### config.mk
export PLATFORM = sky130hd
export DESIGN_NAME = ifetch_queue
export DESIGN_NICKNAME = d
export VERILOG_FILES = /design/src/rtl/ifq_pkg.sv /design/src/rtl/ifq_store.sv /design/src/rtl/ifq_fetch.sv /design/src/rtl/ifetch_queue.sv
export SDC_FILE = /design/constraint.sdc
export NUM_CORES = 1
export LEC_CHECK = 0
export BUFFER_PORTS_ARGS = -buffer_cell sky130_fd_sc_hd__buf_4
export CAP_MARGIN = 40
export CORE_MARGIN = 4
export CORE_UTILIZATION = 50
export DETAILED_ROUTE_END_ITERATION = 6
export MAX_ROUTING_LAYER = met4
export PLACE_DENSITY = 0.84
export SLEW_MARGIN = 20
export SYNTH_ARGS = -nofsm -noshare
export SYNTH_HDL_FRONTEND = slang
export SYNTH_SLANG_ARGS = --single-unit
### constraint.sdc
create_clock -name clk -period 5 [get_ports clk]
set_input_delay 0.5 -clock clk [delete_from_list [all_inputs] [get_ports clk]]
set_output_delay 0.5 -clock clk [all_outputs]
set_load 0.005 [all_outputs]
### src/rtl/ifq_pkg.sv
package ifq_pkg;

    localparam int BYTE_W = 8;

    // How a word fetch is consumed when it completes
    typedef struct packed {
        logic pair;   // keep both bytes of the word
        logic odd;    // first kept byte is the high half
    } pick_t;

    function automatic pick_t choose_pick(input logic full_mode, input logic odd_addr);
        pick_t p;
        p.pair = full_mode && !odd_addr;
        p.odd  = odd_addr;
        return p;
    endfunction

    function automatic int pick_bytes(input pick_t p);
        return p.pair ? 2 : 1;
    endfunction

endpackage

### src/rtl/ifq_store.sv
module ifq_store
    import ifq_pkg::*;
#(
    parameter int DEPTH = 4,
    parameter int CW    = $clog2(DEPTH + 1)
) (
    input  logic                      clk,
    input  logic                      rst,
    input  logic                      clear,
    input  logic                      bulk,
    input  logic [DEPTH*BYTE_W-1:0]   bulk_data,
    input  logic                      pop,
    input  logic [1:0]                push_n,
    input  logic [BYTE_W-1:0]         push_lo,
    input  logic [BYTE_W-1:0]         push_hi,
    output logic [BYTE_W-1:0]         head,
    output logic [CW-1:0]             occ
);

    logic [BYTE_W-1:0] slot    [DEPTH];
    logic [BYTE_W-1:0] shifted [DEPTH];
    logic [CW-1:0]     base;

    assign base = occ - CW'(pop);
    assign head = slot[0];

    always_comb begin
        for (int i = 0; i < DEPTH; i++) begin
            shifted[i] = (pop && i < DEPTH - 1) ? slot[(i + 1) % DEPTH] : slot[i];
        end
    end

    always_ff @(posedge clk) begin
        if (rst) begin
            occ <= '0;
            for (int i = 0; i < DEPTH; i++) slot[i] <= '0;
        end else if (bulk) begin
            occ <= CW'(DEPTH);
            for (int i = 0; i < DEPTH; i++) slot[i] <= bulk_data[i*BYTE_W +: BYTE_W];
        end else if (clear) begin
            occ <= '0;
        end else begin
            occ <= base + CW'(push_n);
            for (int i = 0; i < DEPTH; i++) begin
                if (push_n != 2'd0 && base == CW'(i))
                    slot[i] <= push_lo;
                else if (push_n == 2'd2 && base + CW'(1) == CW'(i))
                    slot[i] <= push_hi;
                else
                    slot[i] <= shifted[i];
            end
        end
    end

endmodule

### src/rtl/ifq_fetch.sv
module ifq_fetch
    import ifq_pkg::*;
#(
    parameter int AW         = 16,
    parameter int WW         = 4,
    parameter int DEPTH      = 4,
    parameter int CW         = $clog2(DEPTH + 1),
    parameter logic [AW-1:0] RESET_ADDR = '0
) (
    input  logic          clk,
    input  logic          rst,
    input  logic          en,
    input  logic          busy,
    input  logic          cpu_rdy,
    input  logic [CW-1:0] occ,
    input  logic [WW-1:0] wait_cnt,
    input  logic          flush,
    input  logic [AW-1:0] flush_addr,
    input  logic          bc_hit,
    output logic          mem_req,
    output logic [AW-2:0] mem_addr,
    output logic          done,
    output pick_t         pick
);

    logic [AW-1:0] fptr;
    logic [WW-1:0] cnt, wlat;
    logic          room, start;
    pick_t         pick_n;

    assign pick_n = choose_pick(en, fptr[0]);
    assign room   = en ? (int'(occ) + pick_bytes(pick_n) <= DEPTH)
                       : (occ == '0 && cpu_rdy);
    assign start  = !mem_req && !busy && !flush && room;
    assign done   = mem_req && cnt == wlat && !flush;

    always_ff @(posedge clk) begin
        if (rst) begin
            fptr     <= RESET_ADDR;
            mem_req  <= 1'b0;
            mem_addr <= '0;
            cnt      <= '0;
            wlat     <= '0;
            pick     <= '0;
        end else if (flush) begin
            mem_req <= 1'b0;
            fptr    <= bc_hit ? flush_addr + AW'(DEPTH) : flush_addr;
        end else if (start) begin
            mem_req  <= 1'b1;
            mem_addr <= fptr[AW-1:1];
            cnt      <= WW'(1);
            wlat     <= (wait_cnt == '0) ? WW'(1) : wait_cnt;
            pick     <= pick_n;
        end else if (mem_req) begin
            if (cnt == wlat) begin
                mem_req <= 1'b0;
                fptr    <= fptr + AW'(pick_bytes(pick));
            end else begin
                cnt <= cnt + WW'(1);
            end
        end
    end

endmodule

### src/rtl/ifetch_queue.sv
module ifetch_queue
    import ifq_pkg::*;
#(
    parameter int AW    = 16,
    parameter int WW    = 4,
    parameter int DEPTH = 4
) (
    input  logic                    clk,
    input  logic                    rst,
    input  logic                    q_enable_i,
    input  logic [WW-1:0]           wait_i,
    input  logic                    bus_busy_i,
    input  logic                    flush_i,
    input  logic [AW-1:0]           flush_addr_i,
    input  logic                    bc_hit_i,
    input  logic [DEPTH*8-1:0]      bc_data_i,
    output logic                    mem_req_o,
    output logic [AW-2:0]           mem_addr_o,
    input  logic [15:0]             mem_rdata_i,
    input  logic                    cpu_rdy_i,
    output logic                    cpu_vld_o,
    output logic [7:0]              cpu_byte_o,
    output logic                    stall_o
);

    localparam int CW = $clog2(DEPTH + 1);

    logic [CW-1:0] fill_level;
    logic          word_done, take;
    pick_t         cur_pick;
    logic [1:0]    push_n;

    assign cpu_vld_o = fill_level != '0;
    assign stall_o   = cpu_rdy_i && !cpu_vld_o;
    assign take      = cpu_rdy_i && cpu_vld_o && !flush_i;
    assign push_n    = word_done ? 2'(pick_bytes(cur_pick)) : 2'd0;

    ifq_fetch #(.AW(AW), .WW(WW), .DEPTH(DEPTH), .CW(CW)) u_fetch (
        .clk        (clk),
        .rst        (rst),
        .en         (q_enable_i),
        .busy       (bus_busy_i),
        .cpu_rdy    (cpu_rdy_i),
        .occ        (fill_level),
        .wait_cnt   (wait_i),
        .flush      (flush_i),
        .flush_addr (flush_addr_i),
        .bc_hit     (bc_hit_i),
        .mem_req    (mem_req_o),
        .mem_addr   (mem_addr_o),
        .done       (word_done),
        .pick       (cur_pick)
    );

    ifq_store #(.DEPTH(DEPTH), .CW(CW)) u_store (
        .clk       (clk),
        .rst       (rst),
        .clear     (flush_i),
        .bulk      (flush_i && bc_hit_i),
        .bulk_data (bc_data_i),
        .pop       (take),
        .push_n    (push_n),
        .push_lo   (cur_pick.odd ? mem_rdata_i[15:8] : mem_rdata_i[7:0]),
        .push_hi   (mem_rdata_i[15:8]),
        .head      (cpu_byte_o),
        .occ       (fill_level)
    );

endmodule

==> flow_summary.toml, run 1 <==
[outcome]
status = "complete, no violations"

[clock_tree]
post_cts_resized = 0
cts_setup_buffers = 0
cts.clk_slew.worst_paths_ns = 0.08
cts_buffer_depth = 2
htreeDepth = 3
root_buffer = "clkbuf_8"
clkLatencyLatePin_ns = 0.36
clock-sinks = 77
cts_hold_buf = 0
cts_tree = "done"
cts-buffers-inserted = 9

[place]
detailed_place_hpwl_mm = 9.76
numPortBuffers = 100
placement.cell_area_um2 = 5620
place.gp.congestion = 0.908

[synth]
synth_nets = 595
yosys_warnings = 0
syn_avg_cell_area_um2 = 9.43
synth_edf_count = 32
ys_seq_elements = 77
synth.area.top_cells = "edfxtp_1, dfxtp_1, mux2i_1"
synth_ff_type = "dfxtp_1"
netlist_area_um2 = 4780
synth-seq-area-share_pct = 38.9
yosys.area.top_type = "edfxtp_1"
synthArstFlopShare_pct = 0
yosysMostFrequentCell = "nand2_1"
synth_commonest_cells = "nand2_1, mux2i_1, dfxtp_1"
synth_cell_types = 58
synth_top_area_share_pct = 20.1
synth_cells = 507

[timing]
grt_setup_unrepaired = "false"
fin_crit_ns = 4.11
clock.fmax_mhz = 244
finalCritPeriodShare_pct = 82.1
setup-tns-final_ns = 0
setup_viol = 0
drv_slew = 0
tightest_slew_ns = 0.796
hold_viol = 0
slew-limit-headroom_pct = 46.7
clock_skew_ns = 0.00944
worst_hold_slack_ns = 0.393

[power_and_ir_drop]
p_sw_share_pct = 28.6
leakagePower_nw = 2.38
combPwrFrac_pct = 18.9
seqPwrFrac_pct = 49.5
clockPowerShare_pct = 31.6
peakVddDrop_mv = 0.133
intPower_w = 0.00106
p_per_area_nw_per_um2 = 255
switchingPower_w = 0.000424

[setup_path]
crit_fanout = 9
r2r_start = "u_store.occ[2]"
cp.arrival_ns = 4.10
startpoint_type = "flip-flop"
startpoint = "u_store.occ[2]"
required_ns = 5.00
cp-end-kind = "flip-flop"
crit_type = "reg -> reg"

[final_layout]
drive_gt1_share_pct = 24.3
nFillCells = 792
fin_nets = 683
area_growth_pct = 21.5
insertedDiodeCount = 0
finalInstanceArea_um2 = 5810

[routing]
totalWireLength_mm = 13.1
drc = 0
wl_per_cell_um = 17.9
ant_nets = 0
drtIter0Drc = 330
drt_pass1_iterations = 6
viasPerCell = 5.85
vias = 4267

[floorplanning]
dieWidth_um = 106
rows = 35
die_h_um = 106
ios = 101
start_util_pct = 51.5
core_area_um2 = 9280
dieArea_um2 = 11200

[global_route]
grt_max_degree = 59
grt.overflow.total = 0
grt_pass1_vias = 4193
grt_use_total_pct = 23.8
grt_pass1_wl_mm = 20.9
grt_antenna_before_repair = 0

[hold_path]
min-delay-start = "flush_addr_i[1]"
holdCritPathClass = "in -> reg"

[run]
cap_violations = 0
power by group through the flow:
stage	clock (W)	combinational, W	sequential, W
floorplan	0	0.000161	0.000737
global placement	0	0.000269	0.000744
detailed placement	0	0.000274	0.000747
CTS	0.000468	0.000277	0.000732
global route	0.000505	0.000303	0.000737
finish	0.000469	0.000280	0.000733
routing by layer:
| layer | wire length [um] | share of wire (%) | track usage (%) | up-vias |
|---|---|---|---|---|
| met5 | 0 | 0 | - | - |
| met4 | 286 | 2.2 | 6.94 | 0 |
| met3 | 851 | 6.5 | 5.63 | 30 |
| met2 | 6240 | 48 | 36.9 | 174 |
| met1 | 5680 | 43 | 31.1 | 2010 |
| li1 | - | - | - | 2053 |
metrics by stage:
stage                     setup WS [ns]  util [%]  instances  power, W
after global routing              0.584      62.5        729   0.00155
after floorplan                    1.37         -        507  0.000899
final                             0.894      62.5        729   0.00148
after detailed placement          0.873      60.5        713   0.00102
after global placement            0.975      60.4        712   0.00101
after CTS                         0.910      62.5        729   0.00148
worst max-delay path, cell delays in order, from the launching register on:
cell,delay [ns]
dfxtp_1,0.38
nor3_1,0.29
inv_1,0.11
nand3_1,0.19
inv_1,0.09
ha_1,0.19
ha_1,0.34
inv_1,0.09
nand2_1,0.10
inv_1,0.06
ha_1,0.26
nand3b_1,0.13
or4_1,0.74
and3_1,0.30
o21ai_1,0.48
cell type report:
class	count	area, um^2	share of cell area [%]
inverter	19	71.3	1.23
clock buffer	10	128	2.20
sequential	77	1860	32.1
timing repair buffer	106	796	13.7
multi-input combinational	382	2730	46.9
clock inverter	6	63.8	1.10
tap	129	161	2.78
cell usage in the layout, fill, tap and decap left out, types with 4 or more instances in the layout:
master | Yosys | final
nand4_1 | 14 | 14
xnor2_1 | 15 | 15
xor2_1 | 10 | 10
dfxtp_1 | 45 | 45
inv_1 | 19 | 19
o21ai_1 | 20 | 20
a211oi_1 | 4 | 4
buf_4 | 2 | 106
nand2b_1 | 7 | 7
o22ai_1 | 5 | 5
nor4_1 | 6 | 5
o21ai_0 | 12 | 12
edfxtp_1 | 32 | 32
a221oi_1 | 9 | 9
xnor2_2 | 5 | 5
mux2_2 | 9 | 9
nand3_1 | 12 | 12
nor2_1 | 14 | 14
nor3_1 | 18 | 18
clkbuf_8 | 0 | 9
and3_1 | 4 | 4
ha_1 | 10 | 10
nand2_1 | 73 | 73
mux2i_1 | 57 | 57
a21oi_1 | 22 | 22
a22oi_1 | 11 | 11
worst paths after layout:
path	slack (ns)	depth (start not counted)	end
max	0.89	14	u_store.slot[1][0]
min	0.39	2	u_fetch.fptr[1]
max reg2reg	0.89	14	u_store.slot[1][0]
min reg2reg	0.47	2	u_fetch.mem_addr[2]
sequential cells by signal (all words and copies together), names as in the netlist:
signal	count
u_fetch.pick	2
u_store.slot	32
u_fetch.fptr	16
u_fetch.cnt	4
u_fetch.mem_req	1
u_fetch.wlat	4
u_fetch.mem_addr	15
u_store.occ	3
cells by family (layout without fill, tap and decap cells):
kind of cell    after synthesis  in the layout  share of synthesized area, %
simple gates                167            167                          17.9
compound gates              106            106                          14.8
flops                        77             77                          38.9
mux                          66             66                          14.1
buf+inv                      48            141                          4.19
xor+xnor                     30             30                          6.28
fa+ha+maj                    13             13                          3.87
No activity file was read; power rests on OpenSTA's default activity.
==> inputs of run 2 (changes only) <==
PLACE_DENSITY = 0.87   (was 0.84)
clock period = 3.4 ns   (was 5 ns; I/O delays follow)
==> run 2 against run 1 <==
- hold slack worse by 0.17 ns
- critical path depth unchanged
- count of clock-buffer cells in the layout up 3
- final cell count up 1.9%
- register-to-register slack worse by 0.85 ns
- global-route usage down 0.27 points
- routed wire length down 0.73%
- total power up 50%
- fmax up 22%
- first-iteration DRC count down 0.61%
- largest cell class unchanged
- largest power group unchanged
==> flow_summary.toml, run 2 (synthesis gave the netlist of run 1 again) <==
[routing]
totalWireLength_mm = 13.0
viasPerCell = 5.83
drc = 0
drt_pass1_iterations = 5
drtIter0Drc = 328
vias = 4335
ant_nets = 0
wl_per_cell_um = 17.4

[global_route]
grt_antenna_before_repair = 0
grt_max_degree = 59
grt_pass1_vias = 4292
grt_pass1_wl_mm = 20.7
grt_use_total_pct = 23.5
grt.overflow.total = 0

[final_layout]
drive_gt1_share_pct = 27.2
final_cell_mix = "buf_4, nand2_1, mux2i_1, dfxtp_1, edfxtp_1"
fin_nets = 697
fin_util_pct = 64.6
largest_register = "u_store.slot"
area_growth_pct = 25.4
insertedDiodeCount = 0
reg_top3 = "u_store.slot x32, u_fetch.fptr x16, u_fetch.mem_addr x15"
largest_reg_flops = 32
layout_commonest_cell = "buf_4"

[hold_path]
holdCritPathClass = "in -> reg"

[clock_tree]
cts_tree = "done"
root_buffer = "clkbuf_8"
clkLatencyLatePin_ns = 0.36
htreeDepth = 3
cts.clk_slew.worst_paths_ns = 0.08
cts_buffer_depth = 2
clock-sinks = 77
cts-buffers-inserted = 9

[setup_path]
path_delay_family = "simple AND/OR/NAND/NOR gates"
crit_type = "reg -> reg"
required_ns = 3.45
slowest_delay_ns = 0.55
path_buf_inv = 4
path_cells = "nor3_2 > inv_1 > nand3_2 > inv_1 > ha_1 > ha_1 > inv_1 > nand2_2 > inv_1 > ha_1 > nand3b_1 > or4_4 > and3_1 > o21ai_4"
startpoint_type = "flip-flop"
crit_fanout = 8
slowest_stage = "or4_4"
cp-end-kind = "flip-flop"
crit_top_cell = "inv_1"
cp.arrival_ns = 3.40

[floorplanning]
dieWidth_um = 106
start_util_pct = 51.5
rows = 35
die_h_um = 106
dieArea_um2 = 11200
ios = 101
core_area_um2 = 9280

[timing]
hold_viol = 0
worst_hold_slack_ns = 0.226
drv_slew = 0
slew-limit-headroom_pct = 58.8
setup-tns-final_ns = 0
finalCritPeriodShare_pct = 98.6
tightest_slew_ns = 0.613
clock.fmax_mhz = 298
fin_crit_ns = 3.35
clock_skew_ns = 0.0129
setup_viol = 0

[place]
detailed_place_hpwl_mm = 9.56
place.gp.congestion = 0.912
numPortBuffers = 100

[power_and_ir_drop]
leakagePower_nw = 2.49
peakVddDrop_mv = 0.207
p_per_area_nw_per_um2 = 371

[run]
cap_violations = 0

[outcome]
status = "complete, no violations"
run 2: area by class of cell:
cell class	count	area [um^2]
Clock buffer	13	181
Clock inverter	3	25.0
Fill cell	729	3290
Inverter	19	71.3
Multi-Input combinational cell	382	2770
Sequential cell	77	1860
Tap cell	129	161
Timing Repair Buffer	120	926
run 2: final timing paths:
path / start / end / slack [ns] / depth (start not counted)
worst max-delay path: u_store.occ[1] / u_store.slot[1][6] / 0.05 / 14
worst min-delay path: flush_addr_i[1] / u_fetch.fptr[1] / 0.23 / 2
worst max register to register: u_store.occ[1] / u_store.slot[1][6] / 0.05 / 14
worst min register to register: u_fetch.mem_addr[4] / u_fetch.mem_addr[4] / 0.46 / 2
run 2: power by group:
| group | internal [W] | switching (W) |
|---|---|---|
| registers | 0.00103 | 0.0000426 |
| logic | 0.000200 | 0.000233 |
| clock network | 0.000359 | 0.000355 |
| total | 0.00159 | 0.000630 |
run 2: stage by stage:
step / total power (W) / setup slack (ns) / cells / cell area (um^2)
2_1_floorplan: 0.00132 / 0.00283 / 507 / 4780
3_3_place_gp: 0.00150 / 0.161 / 724 / 5710
3_5_place_dp: 0.00151 / -0.0457 / 724 / 5710
4_1_cts: 0.00221 / 0.000979 / 741 / 5950
5_1_grt: 0.00231 / -0.104 / 743 / 6000
6_report: 0.00222 / 0.0469 / 743 / 6000
run 2: per-layer routing:
metal,vias to the layer above,share of wire (%),GRT usage [%]
li1,2074,-,-
met1,2054,40,28.7
met2,176,50,39.5
met5,-,0,-
met3,31,7.0,4.04
met4,0,2.2,7.86
run 2: repair_timing:
action | CTS | global route
buffers inserted | 1 | 2
setup endpoints to repair | 9 | 48
pin swaps | 1 | 3
hold buffers | 0 | 0
cloned | 0 | 0
hold endpoints to repair | 0 | 0
resized for setup | 1 | 8
==> inputs of run 3 (changes only) <==
ABC_AREA = 1   (was unset)
RECOVER_POWER = 25   (was unset)
==> run 3 against run 2 <==
- clock skew hardly changed
- synthesized cell count is 42% higher
- sequential share of layout area is 0.82 points lower
- critical path type unchanged
==> flow_summary.toml, run 3 <==
[power_and_ir_drop]
leakagePower_nw = 2.88
peakVddDrop_mv = 0.272
p_per_area_nw_per_um2 = 368

[clock_tree]
clkLatencyLatePin_ns = 0.37
cts_tree = "done"
clock-sinks = 77
htreeDepth = 3
cts-buffers-inserted = 9
cts_buffer_depth = 2
cts.clk_slew.worst_paths_ns = 0.08
root_buffer = "clkbuf_8"
cts_hold_buf = 0

[run]
cap_violations = 0

[floorplanning]
rows = 36
core_area_um2 = 9770
start_util_pct = 51.4
dieWidth_um = 108
die_h_um = 108
dieArea_um2 = 11700
ios = 101

[setup_path]
r2r_start = "u_store.occ[0]"
r2r_slack_ns = 0.24
path_cells = "nor3_2 > nor2_1 > ha_1 > ha_1 > or2_2 > nand2_2 > inv_1 > ha_1 > nand3_2 > inv_2 > nand2_2 > nand2_2 > inv_1 > nand2_1 > o21ai_1 > inv_1"
rr_worst_depth = 16
path_delay_family = "simple AND/OR/NAND/NOR gates"
startpoint_type = "flip-flop"
crit_fanout = 10
slowest_delay_ns = 0.34
path_buf_inv = 4
required_ns = 3.45
cp-end-kind = "flip-flop"
r2r_end = "u_store.slot[1][3]"
slowest_stage = "dfxtp_1"
cp.arrival_ns = 3.21
crit_type = "reg -> reg"

[timing]
worst_hold_slack_ns = 0.251
finalCritPeriodShare_pct = 92.8
grt_setup_unrepaired = "false"
fin_crit_ns = 3.16
drv_slew = 0
clock.fmax_mhz = 317
clock_skew_ns = 0.0131
tightest_slew_ns = 0.677
hold_viol = 0
setup_viol = 0
slew-limit-headroom_pct = 54.4
setup-tns-final_ns = 0

[synth]
netlist_area_um2 = 5020
synth_mux_area_share_pct = 0
synthArstFlopShare_pct = 0
synth.area.top_cells = "edfxtp_1, dfxtp_1, nand2_1"
yosysMostFrequentCell = "nand2_1"
synth_edf_count = 32
syn_avg_cell_area_um2 = 6.95
synth_top_family_by_area = "simple AND/OR/NAND/NOR gates"
synth-seq-area-share_pct = 37.1
synth-compound-area-share_pct = 15.3
synthXorXnorAreaFrac_pct = 1.22
yosys.area_share.simple_pct = 33.5
yosys.area.top_type = "edfxtp_1"
ys_seq_elements = 77
synth_commonest_cells = "nand2_1, inv_1, o21ai_0"
synth_cells = 722
synth_nets = 810
synth_ff_type = "dfxtp_1"
yosys_warnings = 0
synth_top_area_share_pct = 19.1
synth_cell_types = 47
synth-adder-area-share_pct = 3.69

[hold_path]
min-delay-start = "bc_data_i[28]"
min_delay_path_depth = 3
min_delay_worst_endpoint = "u_store.slot[3][4]"
holdCritPathClass = "in -> reg"

[routing]
totalWireLength_mm = 13.6
drtIter0Drc = 474
drt_pass1_iterations = 5
viasPerCell = 5.44
drc = 0
vias = 5202
ant_nets = 0
wl_per_cell_um = 14.2

[global_route]
grt_max_degree = 35
grt.overflow.total = 0
grt_antenna_before_repair = 0
grt_pass1_wl_mm = 21.9
grt_use_total_pct = 24.2
grt_pass1_vias = 4569

[final_layout]
multi_input_area_um2 = 2720
instances_no_fill = 957
reg_top3 = "u_store.slot x32, u_fetch.fptr x16, u_fetch.mem_addr x15"
nFillCells = 895
area_growth_pct = 22.6
final_cell_mix = "nand2_1, inv_1, buf_4, o21ai_0, nand3_1"
drive_gt1_share_pct = 19.9
largest_register = "u_store.slot"
regArea_um2 = 1860
insertedDiodeCount = 0
fin_nets = 907
largest_reg_flops = 32
layout_commonest_cell = "nand2_1"

[place]
dp.cells = 941
numPortBuffers = 100
detailed_place_hpwl_mm = 10.2
place.gp.congestion = 0.941

[outcome]
status = "complete, no violations"
==> run 3: changes by cell type in the layout (fill, tap and decap cells not counted), sizes merged, moves of 10 or more <==
| cell | delta |
|---|---|
| nand3 | +57 |
| buf | -35 |
| mux2i | -57 |
| nand2 | +109 |
| nor2 | +48 |
| clkbuf | +22 |
| or2 | +10 |
| o21ai | +50 |
| xnor2 | -17 |
| inv | +77 |
| a21oi | +10 |
==> run 3: layout make-up <==
class	count	area share, %
Timing Repair Buffer	110	13.4
Sequential cell	77	30.3
Clock inverter	6	1.12
Clock buffer	10	2.42
Tap cell	133	2.70
Inverter	97	5.92
Multi-Input combinational cell	524	44.2
==> run 3: logic make-up (layout without fill, tap and decap cells) <==
logic type      Yosys count  after routing
compound gates          141            141
buf+inv                 121            223
simple gates            363            363
fa+ha+maj                13             13
xor+xnor                  7              7
flops                    77             77
==> run 3: worst min-delay path: stages <==
cell and delay [ns]:
buf_4 0.08, nand2_1 0.04, nand2_1 0.05
==> run 3: per-stage QoR <==
step	power (W)	utilization, %	setup WS, ns	instance area (um^2)
finish	0.00227	63.0	0.244	6150
detailed placement	0.00153	60.6	0.115	5920
CTS	0.00227	62.8	0.102	6140
global route	0.00238	63.0	0.00833	6150
global placement	0.00152	60.6	0.268	5920
floorplan	0.00134	-	0.0792	5030
==> run 3: repair_timing <==
action	CTS	global route
setup buffers	0	0
resized for setup	0	2
endpoints found under the setup margin	0	25
==> run 3: layer usage <==
| metal | vias to the layer above | GRT usage [%] | part of all wire (%) |
|---|---|---|---|
| li1 | 2596 | - | - |
| met1 | 2309 | 32.9 | 42 |
| met2 | 260 | 36.3 | 45 |
| met3 | 37 | 3.82 | 9.8 |
| met4 | 0 | 9.29 | 2.4 |
| met5 | - | - | 0 |
==> run 3: worst max path at each step <==
stage	from	endpoint	slack, ns	cells past startpoint
final	u_store.occ[0]	u_store.slot[1][3]	0.24	16
after global routing	u_store.occ[0]	u_store.slot[1][0]	0.008	16
after CTS	u_store.occ[0]	u_store.slot[0][3]	0.10	12
after detailed placement	u_store.occ[0]	u_store.slot[0][3]	0.11	12
after global placement	u_store.occ[0]	u_store.slot[0][3]	0.27	12
after floorplan	flush_i	u_store.slot[0][0]	0.08	15
==> run 3: power breakdown <==
group,switching (W),total [W],internal [W]
logic,0.000257,0.000438,0.000181
registers,0.0000385,0.00108,0.00104
clock network,0.000361,0.000748,0.000387
